### src/rtl/ssfb_pkg.sv
package ssfb_pkg;

  // Strobes from the sequencing control to the offset datapath.
  typedef struct packed {
    logic clr;   // spreading off: collapse the triangle to its start
    logic step;  // advance the triangle by one step this cycle
    logic rise;  // direction of the current step (1 = level grows)
    logic load;  // configuration is being sampled this cycle
  } strobe_t;

endpackage

### src/rtl/ssfb_ctrl.sv
module ssfb_ctrl
  import ssfb_pkg::*;
#(
  parameter int DEPTH_W    = 8,
  parameter int RATE_W     = 10,
  parameter int STEP_SHIFT = 2
) (
  input  logic               refClk,
  input  logic               rstN,
  input  logic               spreadEn,
  input  logic               downEn,
  input  logic [DEPTH_W-1:0] depth,
  input  logic [RATE_W-1:0]  rateDiv,
  output strobe_t            stb,
  output logic [DEPTH_W-1:0] depthQ,
  output logic               downQ,
  output logic [1:0]         quarter
);

  localparam int POS_W    = STEP_SHIFT + 2;
  localparam int STEPS    = 1 << STEP_SHIFT;
  localparam int TICK_INC = 4 * STEPS;   // steps per prescaled tick, scaled by rateDiv
  localparam int MIN_DIV  = 18;          // keeps the sweep below fref/70
  localparam int ACC_W    = RATE_W + 1;

  logic [1:0]        preCnt;
  logic [ACC_W-1:0]  rateAcc;
  logic [ACC_W-1:0]  accSum;
  logic [RATE_W-1:0] divQ;
  logic [RATE_W-1:0] divLegal;
  logic [POS_W-1:0]  pos;
  logic [POS_W-1:0]  posNext;
  logic              tick;
  logic              hit;
  logic              midNext;

  always_comb begin
    divLegal = (rateDiv < RATE_W'(MIN_DIV)) ? RATE_W'(MIN_DIV) : rateDiv;
    tick     = (preCnt == 2'd3);
    accSum   = rateAcc + ACC_W'(TICK_INC);
    hit      = tick && (accSum >= {1'b0, divQ});
    posNext  = pos + 1'b1;
    midNext  = (posNext[STEP_SHIFT:0] == '0);
    quarter  = pos[POS_W-1 -: 2];

    stb.clr  = !spreadEn;
    stb.step = spreadEn && hit;
    stb.rise = (quarter == 2'd0) || (quarter == 2'd3);
    stb.load = !spreadEn || (hit && midNext);
  end

  // Prescaler, rate accumulator and triangle position.
  always_ff @(posedge refClk or negedge rstN) begin
    if (!rstN) begin
      preCnt  <= '0;
      rateAcc <= '0;
      pos     <= '0;
    end else if (stb.clr) begin
      preCnt  <= '0;
      rateAcc <= '0;
      pos     <= '0;
    end else begin
      preCnt <= preCnt + 2'd1;
      if (tick) begin
        rateAcc <= hit ? (accSum - {1'b0, divQ}) : accSum;
      end
      if (hit) begin
        pos <= posNext;
      end
    end
  end

  // Configuration is only sampled at the triangle midpoint or while idle.
  always_ff @(posedge refClk or negedge rstN) begin
    if (!rstN) begin
      depthQ <= '0;
      divQ   <= RATE_W'(MIN_DIV);
      downQ  <= 1'b0;
    end else if (stb.load) begin
      depthQ <= depth;
      divQ   <= divLegal;
      downQ  <= downEn;
    end
  end

  assert_restart_midpoint_R9: assert property (@(posedge refClk) disable iff (!rstN)
    !spreadEn |=> (pos == '0) && (preCnt == 2'd0));

  assert_cfg_at_midpoint_R8: assert property (@(posedge refClk) disable iff (!rstN)
    (depthQ != $past(depthQ) || downQ != $past(downQ)) |-> (pos[STEP_SHIFT:0] == '0));

  assert_step_spacing_R4: assert property (@(posedge refClk) disable iff (!rstN)
    stb.step |=> !stb.step);

  assert_phase_order_R7: assert property (@(posedge refClk) disable iff (!rstN)
    (pos != $past(pos)) |-> ((pos == $past(pos) + 1'b1) || (pos == '0)));

endmodule

### src/rtl/ssfb_datapath.sv
module ssfb_datapath
  import ssfb_pkg::*;
#(
  parameter int INT_W      = 8,
  parameter int FRAC_W     = 12,
  parameter int DEPTH_W    = 8,
  parameter int STEP_SHIFT = 2
) (
  input  logic               refClk,
  input  logic               rstN,
  input  strobe_t            stb,
  input  logic [DEPTH_W-1:0] depthQ,
  input  logic               downQ,
  input  logic [1:0]         quarterIn,
  input  logic [INT_W-1:0]   nomInt,
  input  logic [FRAC_W-1:0]  nomFrac,
  output logic [INT_W-1:0]   modInt,
  output logic [FRAC_W-1:0]  modFrac,
  output logic [1:0]         phase
);

  localparam int LVL_W = DEPTH_W + STEP_SHIFT + 2;
  localparam int OFF_W = DEPTH_W + 2;
  localparam int SUM_W = INT_W + FRAC_W;

  logic signed [LVL_W-1:0] level;
  logic        [LVL_W-1:0] levelAbs;
  logic        [LVL_W-1:0] depthLvl;
  logic        [LVL_W-1:0] levelCap;
  logic signed [OFF_W-1:0] magS;
  logic signed [OFF_W-1:0] centreOff;
  logic signed [OFF_W-1:0] depthOff;
  logic signed [OFF_W-1:0] offNext;
  logic signed [OFF_W-1:0] offsetReg;
  logic        [SUM_W-1:0] nominal;
  logic        [SUM_W-1:0] offExt;
  logic        [SUM_W-1:0] total;

  always_comb begin
    depthLvl  = {{(LVL_W-DEPTH_W){1'b0}}, depthQ};
    levelCap  = depthLvl << STEP_SHIFT;
    levelAbs  = level[LVL_W-1] ? unsigned'(-level) : unsigned'(level);
    // Dropping the low bits keeps the remainder inside the level accumulator.
    magS      = signed'(levelAbs[LVL_W-1:STEP_SHIFT]);
    centreOff = level[LVL_W-1] ? -magS : magS;
    depthOff  = signed'({2'b00, depthQ});
    offNext   = downQ ? (centreOff - depthOff) : centreOff;

    nominal   = {nomInt, nomFrac};
    offExt    = {{(SUM_W-OFF_W){offsetReg[OFF_W-1]}}, offsetReg};
    total     = nominal + offExt;
    modInt    = total[SUM_W-1:FRAC_W];
    modFrac   = total[FRAC_W-1:0];
  end

  // Accumulated triangle level, S times the offset magnitude.
  always_ff @(posedge refClk or negedge rstN) begin
    if (!rstN) begin
      level <= '0;
    end else if (stb.clr) begin
      level <= '0;
    end else if (stb.step) begin
      level <= stb.rise ? (level + signed'(depthLvl)) : (level - signed'(depthLvl));
    end
  end

  always_ff @(posedge refClk or negedge rstN) begin
    if (!rstN) begin
      offsetReg <= '0;
      phase     <= 2'd0;
    end else if (stb.clr) begin
      offsetReg <= '0;
      phase     <= 2'd0;
    end else begin
      offsetReg <= offNext;
      phase     <= quarterIn;
    end
  end

  assert_level_bound_R2: assert property (@(posedge refClk) disable iff (!rstN)
    levelAbs <= levelCap);

  assert_centre_range_R2: assert property (@(posedge refClk) disable iff (!rstN)
    !$past(downQ) |-> ((offsetReg <= $past(depthOff)) && (offsetReg >= -$past(depthOff))));

  assert_down_range_R3: assert property (@(posedge refClk) disable iff (!rstN)
    $past(downQ) |-> ((offsetReg <= 0) &&
                      (offsetReg + $past(depthOff) + $past(depthOff) >= 0)));

endmodule

### src/rtl/ssfb_modulator.sv
module ssfb_modulator
  import ssfb_pkg::*;
#(
  parameter int INT_W      = 8,
  parameter int FRAC_W     = 12,
  parameter int DEPTH_W    = 8,
  parameter int RATE_W     = 10,
  parameter int STEP_SHIFT = 2
) (
  input  logic               refClk,
  input  logic               rstN,
  input  logic [INT_W-1:0]   nomInt,
  input  logic [FRAC_W-1:0]  nomFrac,
  input  logic [DEPTH_W-1:0] depth,
  input  logic [RATE_W-1:0]  rateDiv,
  input  logic               downEn,
  input  logic               spreadEn,
  output logic [INT_W-1:0]   modInt,
  output logic [FRAC_W-1:0]  modFrac,
  output logic [1:0]         phase
);

  strobe_t            stb;
  logic [DEPTH_W-1:0] depthQ;
  logic               downQ;
  logic [1:0]         quarter;

  ssfb_ctrl #(
    .DEPTH_W   (DEPTH_W),
    .RATE_W    (RATE_W),
    .STEP_SHIFT(STEP_SHIFT)
  ) u_ctrl (
    .refClk  (refClk),
    .rstN    (rstN),
    .spreadEn(spreadEn),
    .downEn  (downEn),
    .depth   (depth),
    .rateDiv (rateDiv),
    .stb     (stb),
    .depthQ  (depthQ),
    .downQ   (downQ),
    .quarter (quarter)
  );

  ssfb_datapath #(
    .INT_W     (INT_W),
    .FRAC_W    (FRAC_W),
    .DEPTH_W   (DEPTH_W),
    .STEP_SHIFT(STEP_SHIFT)
  ) u_dp (
    .refClk   (refClk),
    .rstN     (rstN),
    .stb      (stb),
    .depthQ   (depthQ),
    .downQ    (downQ),
    .quarterIn(quarter),
    .nomInt   (nomInt),
    .nomFrac  (nomFrac),
    .modInt   (modInt),
    .modFrac  (modFrac),
    .phase    (phase)
  );

endmodule

### config.mk
export PLATFORM = sky130hd
export DESIGN_NAME = ssfb_modulator
export DESIGN_NICKNAME = d
export VERILOG_FILES = /design/src/rtl/ssfb_pkg.sv /design/src/rtl/ssfb_ctrl.sv /design/src/rtl/ssfb_datapath.sv /design/src/rtl/ssfb_modulator.sv
export SDC_FILE = /design/constraint.sdc
export NUM_CORES = 1
export LEC_CHECK = 0
export CAP_MARGIN = 20
export CORE_ASPECT_RATIO = 1.25
export CORE_MARGIN = 2
export CORE_UTILIZATION = 57
export DETAILED_ROUTE_END_ITERATION = 8
export PLACE_DENSITY = 0.92
export SYNTH_ARGS = -nofsm -noshare
export SYNTH_HDL_FRONTEND = slang
export SYNTH_SLANG_ARGS = --single-unit
export TNS_END_PERCENT = 50
### constraint.sdc
create_clock -name refClk -period 3.35 [get_ports refClk]
set_input_delay 0.5025 -clock refClk [delete_from_list [all_inputs] [get_ports refClk]]
set_output_delay 0.5025 -clock refClk [all_outputs]
set_load 0.02 [all_outputs]
==> Word level (Yosys, flattened, before mapping) <==
Cells that the tools add are included.
Widths: inputs -> output; s select.
{ "op_classes": {"addsub": 10, "order_cmp": 2, "eq_ne": 5, "muxes": 15, "n_reduce_logical": 8} }
{ "op_table": {"columns": ["operator", "n"], "rows": [
  ["$mux 12", 4],
  ["$mux 10", 4],
  ["$mux 11", 3],
  ["$add 20x20->20", 1],
  ["$add 12x9->12", 1],
  ["$neg 12->12", 1],
  ["$sub 12x9->12", 1],
  ["$add 11x5->11 const B", 1],
  ["$ge 11x10->1", 1],
  ["$sub 11x10->11", 1],
  ["$lt 10x5->1 const B", 1],
  ["$neg 10->10", 1],
  ["$sub 10x9->10", 1],
  ["$mux 4", 2],
  ["$ne 2x1->1 const B", 3],
  ["$add 4x1->4 const B", 1],
  ["$eq 2x2->1 const B", 2],
  ["$mux 2", 2],
  ["$logic_and 1x1->1", 3],
  ["$logic_not 3->1", 1],
  ["$add 2x1->2 const B", 1],
  ["$logic_not 2->1", 1],
  ["$logic_or 1x1->1", 2],
  ["$logic_not 1->1", 1]
]} }
{ "word_totals": {"reg_bits": 60, "inputBits": 42, "word_cells": 49} }

==> Depth between registers and ports, before layout <==
{ "logic_depth": {"depth_word": 7, "ltp_mapped": 13, "depth_no_buf": 13} }

==> By module <==
A second synthesis with hierarchy kept.
{ "hier_totals": {"hier_cells": 607, "hier_area_um2": 5447.7} }
{ "modules_own_cells": {"columns": ["mod", "instances", "cells_per_inst", "area_each_um2", "seq_area_each_um2"], "rows": [
  ["ssfb_datapath", 1, 383, 3123.0, 600.6],
  ["ssfb_ctrl", 1, 224, 2324.7, 903.4]
]} }

==> Worst setup path after synthesis <==
OpenSTA, ideal clock, no wires.
{ "synth_path": {"path_kind": "input to output", "start": "in nomFrac[7]", "end": "out modInt[6]", "t_arrival_ps": 2492, "t_required_ps": 2847, "slack_ps": 356, "path_stages": 7, "path_buffers": 0, "cell_sequence": "ha_1 > a21o_1 > a21o_1 > a221o_1 > a2111oi_4 > o311ai_2 > a311o_1"} }
{ "synth_via": {"elab_chain_cells": 1} }
{ "synth_rtl": {"columns": ["item", "line_no", "source"], "rows": [
  ["start, declared", "ssfb_modulator.sv:13", "input logic [FRAC_W-1:0] nomFrac,"],
  ["$add 20x20->20", "ssfb_datapath.sv:51", "total = nominal + offExt;"],
  ["end, declared", "ssfb_modulator.sv:18", "output logic [INT_W-1:0] modInt,"]
]} }
No other way between the ends.

==> Final worst setup path <==
{ "layout_path": {"start": "in nomFrac[5]", "end": "out modInt[5]"} }
The elaborated chain is that of the path after synthesis.

==> flow_summary_export.csv <==
group,metric,value,unit
run_status,status,"finished, violations left",
run_status,violations,"negative setup slack",
clocking,cts_tree,"built",
routing,dr_total_vias,5264,
placed_design,hpwl,10100,µm
floorplan,dieArea,9660,µm²
grt,grt_max_degree,41,
power,ir_drop,0.274,mV
routing,drc,0,
synthesis,synth_adder_area_share,14.7,%
timing,worst_slew_pin_slew,0.609,ns
routing,wl,15000,µm
timing,final-max-slew-violation-count,0,
synthesis,synth_top_area_cell,"dfrtp_1",
routing,ant_nets,0,
worst_setup_path,critPathMaxFanout,5,
finish,num-fill-cells,552,
finish,drive_above_1_share,16.2,%
floorplan,coreArea,8650,µm²
finish,antenna_cells,0,
synthesis,synthTopCellsByArea,"dfrtp_1, ha_1, xnor2_1",
power,p_sw,0.000834,W
worst_setup_path,arrival,3.04,ns
finish,regArea,1510,µm²
synthesis,postSynthCellCount,611,
clocking,cts-buffers-inserted,9,
synthesis,yosysMostFrequentCell,"dfrtp_1",
clocking,insertion_delay,0.36,ns
grt,grt_antenna_before_repair,0,
timing,slew_headroom,59.3,%
grt,overflow,0,
timing,setup_viol,6,
synthesis,synth_cell_type_count,59,
finish,postLayoutCoreUtil,75.2,%
power,p_comb_share,38.2,%
routing,drt_iter0_drc,459,
placed_design,io_buffers,63,
clocking,cts_htree_levels,3,
synthesis,synth_area,5070,µm²
synthesis,muxShareOfSynthArea,1.21,%
timing,skew,0.0139,ns
finish,area_growth,28.5,%
power,p_total,0.00226,W
timing,hold_ws,0.0940,ns
timing,setup_slack,-0.189,ns
clocking,cts-root-buf,"clkbuf_8",
worst_setup_path,cp-end-kind,"output port",
synthesis,synth_top_family_by_area,"compound AO/OA/AOI/OAI gates",
worst_setup_path,path_class,"in -> out",
timing,timing.final.crit_share,106,%
floorplan,die_h,109,µm
grt,track_usage,29.5,%
power,clkPwrFrac,26.8,%
timing,rsz0062_at_grt,"true",
synthesis,yosys_warnings,0,
timing,timing.fmax,283,MHz
routing,wl_per_cell,17.6,µm
worst_setup_path,required,2.85,ns
synthesis,ys_async_sr_fraction,100,%
synthesis,synthSimpleGateAreaFrac,17.0,%
synthesis,ys_seq_area_share,29.7,%
clocking,path_clk_slew,0.08,ns
power,power_density,348,nW/µm²
synthesis,yosysTopAreaCellShare,28.6,%
routing,drtPass1Iterations,6,
synthesis,syn_area_per_cell,8.29,µm²
clocking,cts.sinks,60,
clocking,hold_buffers,0,
finish,multi_input_area,3480,µm²
run,maxCapViolations,0,
finish,finalNetCount,824,
floorplan,boundaryPins,64,
power,seqPwrFrac,35.0,%
power,p_leak,3.02,nW
synthesis,synth_nets,710,
synthesis,synth_edf_count,0,
grt,grt_pass1_vias,5269,
power,internal_power,0.00143,W
timing,finalHoldViolations,0,
floorplan,start_util,58.5,%
floorplan,rows,38,
synthesis,synth_compound_area_share,23.1,%
placed_design,gp_congestion,0.926,
power,sw_frac_of_total,36.8,%
grt,grt_pass1_wl,22700,µm
worst_setup_path,cp-start-kind,"primary input",
hold_path,holdCritPathClass,"in -> async",
synthesis,synth-xor-area-share,9.34,%
routing,viasPerCell,6.19,
timing,min_period,3.54,ns
floorplan,die_w,88.3,µm
clocking,clk_path_buf_depth,2,
synthesis,ys.flop_type,"dfrtp_1",
worst_setup_path,worstRegToRegCells,11,
synthesis,synth_seq_cells,60,
synthesis,synth_common_cells,"dfrtp_1, a21oi_1, nand2_1, ha_1",
[layer usage]
metal | GRT usage [%] | up-vias | part of all wire [%]
li1 | - | 2393 | -
met1 | 30.4 | 2521 | 37
met2 | 55.3 | 265 | 52
met3 | 5.48 | 85 | 6.0
met4 | 15.7 | 0 | 4.8
met5 | 0 | - | 0
[critical path: stages]
cell and delay, ns:
clkdlybuf4s50_1 0.49, ha_2 0.20, buf_4 0.14, o21ai_0 0.11, a21oi_1 0.29, a41o_1 0.31, nor4_4 0.06, o31ai_2 0.30
buf_4 0.18, xor2_2 0.28, buf_6 0.17
[repair_timing]
action | CTS | global route
buffers inserted | 5 | 2
endpoints found under the setup margin | 14 | 15
pin swaps | 16 | 11
gates resized for setup | 54 | 26
[cell usage in the layout, fill, tap and decap left out, types with 5 or more instances in the layout]
| master | synthesis | final |
|---|---|---|
| o211ai_1 | 6 | 6 |
| o21ai_0 | 52 | 48 |
| nand2b_1 | 6 | 6 |
| mux2i_1 | 5 | 5 |
| a211oi_1 | 10 | 7 |
| ha_1 | 53 | 44 |
| clkbuf_8 | 0 | 9 |
| nand3_1 | 14 | 14 |
| buf_4 | 1 | 58 |
| a21o_1 | 11 | 11 |
| and2_1 | 5 | 5 |
| o21a_1 | 11 | 11 |
| xor2_1 | 18 | 17 |
| a21oi_1 | 56 | 54 |
| and3_1 | 6 | 6 |
| clkdlybuf4s50_1 | 0 | 42 |
| ha_4 | 0 | 7 |
| dlygate4sd2_1 | 0 | 9 |
| a31oi_1 | 8 | 8 |
| nor2_1 | 52 | 52 |
| dfrtp_1 | 58 | 57 |
| xnor2_1 | 36 | 36 |
| or3_1 | 6 | 6 |
| nand2_1 | 56 | 56 |
| nor2b_1 | 10 | 9 |
| nor3_1 | 14 | 14 |
| inv_1 | 48 | 46 |
[cell type report]
type | count | share of cell area (%)
Clock buffer | 9 | 1.90
Clock inverter | 7 | 0.807
Inverter | 48 | 2.77
Multi-Input combinational cell | 487 | 53.5
Sequential cell | 60 | 23.1
Tap cell | 120 | 2.31
Timing Repair Buffer | 119 | 15.6
[cell families (layout without fill, tap and decap cells)]
logic type,Yosys count,after routing
compound gates,186,186
buf+inv,64,183
flops,60,60
mux,6,6
xor+xnor,54,54
simple gates,184,184
fa+ha+maj,57,57
[metrics by stage]
step	worst slack, ns	area (µm²)	std cells	TNS (ns)
3_5_place_dp	-0.855	6150	827	-6.48
2_1_floorplan	0.356	5070	611	0
5_1_grt	-0.427	6510	850	-1.48
4_1_cts	-0.0543	6420	848	-0.0543
6_report	-0.189	6510	850	-0.457
3_3_place_gp	-0.669	6150	827	-4.83
[state kept, by name, summed over array words and instances, names as in the netlist]
name	flops
u_dp.level	12
u_ctrl.rateAcc	11
u_ctrl.divQ	10
u_dp.offsetReg	10
u_ctrl.depthQ	8
u_ctrl.pos	4
u_ctrl.preCnt	2
u_dp.phase	2
u_ctrl.downQ	1
[final timing paths]
check                                  from  slack [ns]           endpoint
max reg2reg                   u_dp.level[1]        0.16  u_dp.offsetReg[9]
min reg2reg                u_ctrl.preCnt[0]        0.44   u_ctrl.preCnt[0]
max in group asynchronous              rstN        2.34     u_ctrl.divQ[1]
max                              nomFrac[5]       -0.19          modInt[5]
min in group refClk        u_ctrl.preCnt[0]        0.44   u_ctrl.preCnt[0]
min                                    rstN        0.09  u_dp.offsetReg[4]
[power by group through the flow]
stage | clock network (W) | registers, W | logic, W
2_1_floorplan | 0 | 0.000795 | 0.000467
3_3_place_gp | 0 | 0.000801 | 0.000755
3_5_place_dp | 0 | 0.000803 | 0.000792
4_1_cts | 0.000609 | 0.000791 | 0.000801
5_1_grt | 0.000635 | 0.000797 | 0.000931
6_report | 0.000607 | 0.000793 | 0.000865
No activity file was read; power rests on OpenSTA's default activity.
